[src/rtl/spi_cfg_slave.sv]
module spi_cfg_slave #(
  parameter int ADDR_W   = 8,
  parameter int DATA_W   = 16,
  parameter int NUM_REGS = 8,
  parameter int RDEN_BIT = 0
) (
  input  logic                       clk,
  input  logic                       rst_n,
  input  logic                       soft_rst,
  input  logic                       standby,
  input  logic                       cs_n,
  input  logic                       sclk,
  input  logic                       si,
  output logic                       so,
  output logic                       power_down,
  output logic [NUM_REGS*DATA_W-1:0] cfg_flat
);
  localparam int WORD_W = ADDR_W + DATA_W;
  localparam int CNT_W  = $clog2(WORD_W);
  localparam int IDX_W  = $clog2(NUM_REGS);
  localparam logic [CNT_W-1:0] LAST_BIT = CNT_W'(WORD_W - 1);
  localparam logic [CNT_W-1:0] ADDR_END = CNT_W'(ADDR_W - 1);

  logic [2:0] sclk_q;
  logic [1:0] cs_q, si_q;
  logic [WORD_W-2:0] shft;
  logic [CNT_W-1:0]  cnt;
  logic [DATA_W-1:0] regs [NUM_REGS];
  logic [DATA_W-1:0] rd_sh;
  logic              rd_act;

  always_ff @(posedge clk or negedge rst_n)
    if (!rst_n) begin
      sclk_q <= '0; cs_q <= '1; si_q <= '0;
    end else begin
      sclk_q <= {sclk_q[1:0], sclk};
      cs_q   <= {cs_q[0], cs_n};
      si_q   <= {si_q[0], si};
    end

  wire cs_act    = !cs_q[1];
  wire sclk_rise = cs_act &&  sclk_q[1] && !sclk_q[2];
  wire sclk_fall = cs_act && !sclk_q[1] &&  sclk_q[2];

  wire [WORD_W-1:0] word_in = {shft, si_q[1]};
  wire [ADDR_W-1:0] rd_addr = word_in[ADDR_W-1:0];
  wire [ADDR_W-1:0] wr_addr = word_in[WORD_W-1 -: ADDR_W];
  wire [DATA_W-1:0] wr_data = word_in[DATA_W-1:0];
  wire              rd_en   = regs[0][RDEN_BIT];
  wire rd_ok  = rd_addr < ADDR_W'(NUM_REGS);
  wire wr_ok  = wr_addr < ADDR_W'(NUM_REGS);
  wire wr_evt = sclk_rise && cnt == LAST_BIT && wr_ok && (!rd_en || wr_addr == '0);

  always_ff @(posedge clk or negedge rst_n)
    if (!rst_n) begin
      shft <= '0; cnt <= '0;
    end else if (!cs_act) begin
      cnt <= '0;
    end else if (sclk_rise) begin
      shft <= word_in[WORD_W-2:0];
      cnt  <= (cnt == LAST_BIT) ? '0 : cnt + 1'b1;
    end

  always_ff @(posedge clk or negedge rst_n)
    if (!rst_n) begin
      rd_act <= 1'b0; rd_sh <= '0; so <= 1'b0;
    end else if (!cs_act) begin
      rd_act <= 1'b0; so <= 1'b0;
    end else begin
      if (sclk_rise && cnt == ADDR_END) begin
        rd_act <= rd_en;
        rd_sh  <= rd_ok ? regs[rd_addr[IDX_W-1:0]] : '0;
      end
      if (sclk_rise && cnt == LAST_BIT) rd_act <= 1'b0;
      if (sclk_fall) begin
        so <= rd_act & rd_sh[DATA_W-1];
        if (rd_act) rd_sh <= {rd_sh[DATA_W-2:0], 1'b0};
      end
    end

  always_ff @(posedge clk or negedge rst_n)
    if (!rst_n) begin
      for (int i = 0; i < NUM_REGS; i++) regs[i] <= '0;
    end else if (soft_rst) begin
      for (int i = 0; i < NUM_REGS; i++) regs[i] <= '0;
    end else if (wr_evt) begin
      regs[wr_addr[IDX_W-1:0]] <= wr_data;
    end

  always_ff @(posedge clk or negedge rst_n)
    if (!rst_n) power_down <= 1'b0;
    else        power_down <= standby;

  for (genvar g = 0; g < NUM_REGS; g++) begin : g_flat
    assign cfg_flat[g*DATA_W +: DATA_W] = regs[g];
  end

  a_r9_so_idle: assert property (@(posedge clk) disable iff (!rst_n)
    cs_q[1] |=> !so);
  a_r3_cnt_clear: assert property (@(posedge clk) disable iff (!rst_n)
    cs_q[1] |=> cnt == '0);
  a_r1_cnt_range: assert property (@(posedge clk) disable iff (!rst_n)
    cnt <= LAST_BIT);
  a_r1_write_at_end: assert property (@(posedge clk) disable iff (!rst_n)
    !$stable(cfg_flat) |-> $past(wr_evt || soft_rst));
  a_r7_soft_clear: assert property (@(posedge clk) disable iff (!rst_n)
    soft_rst |=> cfg_flat == '0);
  a_r8_pd_follow: assert property (@(posedge clk) disable iff (!rst_n)
    standby |=> power_down);
  a_r8_pd_release: assert property (@(posedge clk) disable iff (!rst_n)
    !standby |=> !power_down);
endmodule

[config.mk]
export PLATFORM = sky130hd
export DESIGN_NAME = spi_cfg_slave
export DESIGN_NICKNAME = d
export VERILOG_FILES = /design/src/rtl/spi_cfg_slave.sv
export SDC_FILE = /design/constraint.sdc
export NUM_CORES = 1
export LEC_CHECK = 0
export BUFFER_PORTS_ARGS = -buffer_cell sky130_fd_sc_hd__buf_2
export CORE_ASPECT_RATIO = 0.6
export CORE_MARGIN = 2
export CORE_UTILIZATION = 40
export DETAILED_ROUTE_END_ITERATION = 8
export PLACE_DENSITY = 0.71
export SKIP_LAST_GASP = 1
export SLEW_MARGIN = 40
export SYNTH_ARGS = -nofsm -noshare
export SYNTH_HDL_FRONTEND = slang
export SYNTH_SLANG_ARGS = --single-unit
[constraint.sdc]
create_clock -name clk -period 3.2 [get_ports clk]
set_clock_uncertainty 0.1 [all_clocks]
set_input_delay 0.32 -clock clk [delete_from_list [all_inputs] [get_ports clk]]
set_output_delay 0.32 -clock clk [all_outputs]
set_load 0.02 [all_outputs]
# Yosys cells after proc, flatten, opt, wreduce, memory -nomap -nowiden
# Index checks and enable logic that the tools add are counted.
# Widths: inputs -> output; s select.
dict set report totals {
  word_cells 69
  output_inout_bits 130
  memories 0
  rom_bits 0
  in_bits 7
  mem_bits_rw 0
  latchBits 0
  register_bits 182
}
dict set report classes {
  add_sub_neg 1
  n_mux 20
  reduce_logical 20
  multipliers 0
  order_cmp 5
  bitwise_logic 4
  shifts 0
  div 0
  n_eq_ne 2
}
# operator n
set ops {}
lappend ops {{$mux 128} 2}
lappend ops {{$bwmux 128} 1}
lappend ops {{$mux 16} 7}
lappend ops {{$bmux 16 s3} 1}
lappend ops {{$demux 16 s3} 1}
lappend ops {{$lt 8x4->1 const B} 2}
lappend ops {{$mux 5} 3}
lappend ops {{$logic_and 1x1->1} 9}
lappend ops {{$ge 4x4->1 const B} 2}
lappend ops {{$logic_not 8->1} 1}
lappend ops {{$not 3->4} 2}
lappend ops {{$reduce_bool 2->1} 3}
lappend ops {{$add 5x1->5 const B} 1}
lappend ops {{$eq 5x3->1 const B} 1}
lappend ops {{$eq 5x5->1 const B} 1}
lappend ops {{$mux 1} 5}
lappend ops {{$logic_not 1->1} 4}
lappend ops {{$lt 4x1->1 const B} 1}
lappend ops {{$reduce_bool 3->1} 1}
lappend ops {{$reduce_and 2->1} 1}
lappend ops {{$and 1x1->1} 1}
lappend ops {{$logic_or 1x1->1} 1}
lappend ops {{$not 1->1} 1}

# Logic depth before layout (Yosys ltp)
dict set report logic_depth {
  ltp_word 8
  depth_mapped 7
  mapped_depth_nobuf 5
}

# Worst setup path after synthesis
# Ideal clock, no wire load.
dict set report synth_timing {
  path_kind {flip-flop to flip-flop}
  start {register shft[0]}
  end {register rd_sh[1]}
  setup_ps 128
  synth_period_minus_slack_ps 2040
  required_time_ps 2972
  n_path_buf 2
  arrival_time_ps 1812
  stages_incl_launch_ff 7
  path_slack_ps 1160
  path_cell_list {dfrtp_1 clkbuf_1 clkbuf_1 mux4_2 mux2_2 a221oi_1 nor3_1}
}
dict set report synth_via {
  elab_chain_cells 8
  elab_cells_between_ends 9
  cone_classes {1 x order compare; 7 x mux; 1 x bitwise}
}
# item line
set synth_lines {}
lappend synth_lines {{start: declaration} 26} ;# logic [WORD_W-2:0] shft;
lappend synth_lines {{start signal: assignment} 60} ;# shft <= word_in[WORD_W-2:0];
lappend synth_lines {{$not 3->4 (not written as such)} 72} ;# rd_sh <= rd_ok ? regs[rd_addr[IDX_W-1:0]] : '0;
lappend synth_lines {{$bmux 16 s3} 72}
lappend synth_lines {{$mux 16 (not written as such) (2 in series)} 72}
lappend synth_lines {{$mux 16 (*)} 72}
lappend synth_lines {{$mux 16 (*)} 70} ;# if (sclk_rise && cnt == ADDR_END) begin
lappend synth_lines {{$mux 16} 77} ;# if (rd_act) rd_sh <= {rd_sh[DATA_W-2:0], 1'b0};
lappend synth_lines {{$mux 16 (*)} 75} ;# if (sclk_fall) begin
lappend synth_lines {{end signal: assignment} 72}
lappend synth_lines {{end signal: assignment} 77}
lappend synth_lines {{end: declaration} 29} ;# logic [DATA_W-1:0] rd_sh;
# Mark *: on every way between the ends. The rest lies on a longest branch, timed or not. The select of a mux whose other input is x is not followed.
# A chain may end at the register's enable or synchronous reset.

# Worst setup path in the final report
dict set report layout_timing {
  start {register sclk_q[2]}
  end {register regs (netlist bit cfg_flat[88])}
}
dict set report layout_via {
  elab_chain_cells 6
}
# item line
set layout_lines {}
lappend layout_lines {{start: declaration} 24} ;# logic [2:0] sclk_q;
lappend layout_lines {{start signal: assignment} 36} ;# sclk_q <= {sclk_q[1:0], sclk};
lappend layout_lines {{$logic_not 1->1} 42} ;# wire sclk_rise = cs_act && sclk_q[1] && !sclk_q[2];
lappend layout_lines {{$logic_and 1x1->1} 42}
lappend layout_lines {{$logic_and 1x1->1 (3 in series)} 52} ;# wire wr_evt = sclk_rise && cnt == LAST_BIT && wr_ok && (!rd_en || wr_addr == '0);
lappend layout_lines {{$reduce_bool 2->1 (no line)} --}
lappend layout_lines {{end signal: indexed assignment} 87} ;# regs[wr_addr[IDX_W-1:0]] <= wr_data;
lappend layout_lines {{end: declaration} 28} ;# logic [DATA_W-1:0] regs [NUM_REGS];
# No other way between the ends.

==> results.cfg <==
[outcome]
outcome = completed

[logic_synthesis]
netlist_top_cells_count = 180 x dfrtp_1, 145 x nand2b_1, 129 x mux2i_1, 39 x mux2_2
ys_seq_area_frac = 0.507
async_reset_ff_frac = 1.00
synth.distinct_cells = 38
synth_top_area_share = 0.501
yosysWarnings = 0
syn-num-nets = 713
synth_edf_count = 0
synth.most_common_cell = dfrtp_1
synth_area_leader_cell = dfrtp_1
synth_top_flop_cell = dfrtp_1
netlist_area_mm2 = 0.00899
synthTopCellsByArea = dfrtp_1 50%, mux2i_1 14%, nand2b_1 10%, mux4_2 8.0%, mux2_2 4.9%
synth_cells = 705
synth.avg_cell_area_um2 = 12.8
synth-seq-cells = 182

[routing]
routed_wl_um = 24200
ant_nets = 0
vias = 6127
drt-pass1-iter-count = 5
via_per_inst = 5.48
wire_per_inst_um = 21.7
drc = 0
dr.first_iter.drc_count = 529

[die]
core_area_mm2 = 0.0221
dieHeight_um = 120
start_util = 0.407
fp.dieArea_mm2 = 0.0237
io_pins = 137
rows = 42
die_x_um = 198

[global_routing]
antenna_found_initial = 0
grt_max_degree = 73
grt_util_all_layers = 0.214
gr-total-overflow = 0
grt_pass1_vias = 6132
grt_pass1_wl_um = 37800

[timing]
slew_viol_final = 0
rsz0062_at_grt = false
worst_slew_pin_slew_ns = 0.825
slew_headroom = 0.450
fin_crit_ns = 2.47
fmax_mhz = 405
hold_violations = 0
post-route-period-util = 0.772
final-setup-viol-count = 0
setup_tns_ns = 0

[worst_setup_path]
path_class = reg -> reg
cp-end-kind = flop
critPathMaxFanout = 16
ff2ff_setup_slack_ns = 0.73
cp.arrival_ns = 2.73
critPathLaunchType = flop
cp.required_ns = 3.46

[job]
maxCapViolCount = 0

[cts]
cts.clk_slew.worst_paths_ns = 0.08
numClockSinks = 182
numCtsBuffers = 17
clock_latency_ns = 0.45
h-tree-depth = 4
cts-root-buf = clkbuf_16
cts_tree = done
clockBufferDepth = 2

[placed_design]
io_buffer_count = 136
placed_cell_area_mm2 = 0.00994
dpl.hpwl_um = 16100
gp_congestion = 0.781

[final_layout]
layout.nets = 828
syn_to_final_growth_pct = 17.9
final_layout_size_suffix_gt1_frac = 0.324
n_antenna_cell = 0
final_core_util = 0.480
finalInstanceArea_mm2 = 0.0106

[power_and_ir_drop]
p_leak_uw = 0.00558
finalPower_uw = 5150
ir_drop_mv = 0.379
power.density_mw_per_mm2 = 486

[hold_path]
hold_path_class = reg -> reg
## what timing repair did
item                      in CTS  in global routing
hold buffers                   5                  0
hold endpoints to repair      73                  0
resized for setup              0                  0
setup buffers                  0                  0
## layer usage
metal	routed length, um	up-vias	GRT usage	share of wire
met1	12400	3151	0.345	0.51
met3	1760	24	0.0467	0.073
met2	9700	231	0.282	0.40
met5	0	-	0	0
met4	319	0	0.0602	0.013
li1	-	2721	-	-
## sequential cells by signal (all words and copies together), names as in the netlist
signal      count
cfg_flat      128
cnt             5
cs_q            2
power_down      1
rd_act          1
rd_sh          16
sclk_q          3
shft           23
si_q            2
so              1
## worst max-delay path: stages (launching register included)
cell and delay, ns:
dfrtp_1 0.46, nor3b_4 0.49, and4b_1 0.40, nand4_4 0.54
mux2i_1 0.36
## report_power, final
part           internal, uW  leakage (uW)  total, uW  switching [uW]
clock network          1130      0.000296       2200            1070
logic                   194       0.00284        431             237
registers              2380       0.00245       2510             129
total                  3710       0.00558       5150            1440
## through the flow
stage | instances | hold WS, ns | worst slack, ns
after floorplan | 705 | -0.0756 | 1.16
after global placement | 1082 | 0.259 | 0.789
after detailed placement | 1082 | 0.259 | 0.740
after CTS | 1119 | 0.271 | 0.726
after global routing | 1119 | 0.276 | 0.556
final | 1119 | 0.269 | 0.730
## layout make-up
class                      instances  area, um2
fill                            1983      11500
sequential                       182       4560
multi-input combinational        453       4090
timing repair buffer             164        977
clock buffer                      17        425
tap                              286        358
clock inverter                    15        181
inverter                           2       7.51
## kinds of logic after synthesis
family	share of synthesized area
AND/OR/NAND/NOR	0.159
multiplexers	0.273
flip-flops	0.507
buffers and inverters	0.0383
AO/OA/AOI/OAI	0.0213
XOR/XNOR	0.000974
adder cells (fa/ha/maj)	0.00139
## worst paths after layout
path / start / cells after the start / to
setup / recovery: sclk_q[2] / 4 / cfg_flat[88]
hold / removal: cs_q[0] / 0 / cs_q[1]
setup reg to reg: sclk_q[2] / 4 / cfg_flat[88]
hold reg to reg: cs_q[0] / 0 / cs_q[1]
max in group asynchronous: rst_n / 3 / cs_q[1]
min in group asynchronous: rst_n / 2 / cfg_flat[79]
## placed cells by master, fill, tap and decap left out, types with 4 or more instances in the layout
| master | instances |
|---|---|
| buf_2 | 134 |
| a21oi_1 | 5 |
| nand2_1 | 7 |
| buf_12 | 5 |
| dfrtp_1 | 179 |
| inv_6 | 4 |
| inv_8 | 6 |
| mux2i_1 | 129 |
| mux4_2 | 32 |
| a221oi_1 | 15 |
| nor3_1 | 32 |
| clkbuf_16 | 17 |
| dlygate4sd3_1 | 5 |
| nor2b_1 | 16 |
| nor2_1 | 4 |
| nand2b_1 | 145 |
| mux2_2 | 39 |
| buf_4 | 19 |
| nand4b_1 | 6 |
Note: power is estimated with default switching activity, not from simulation.
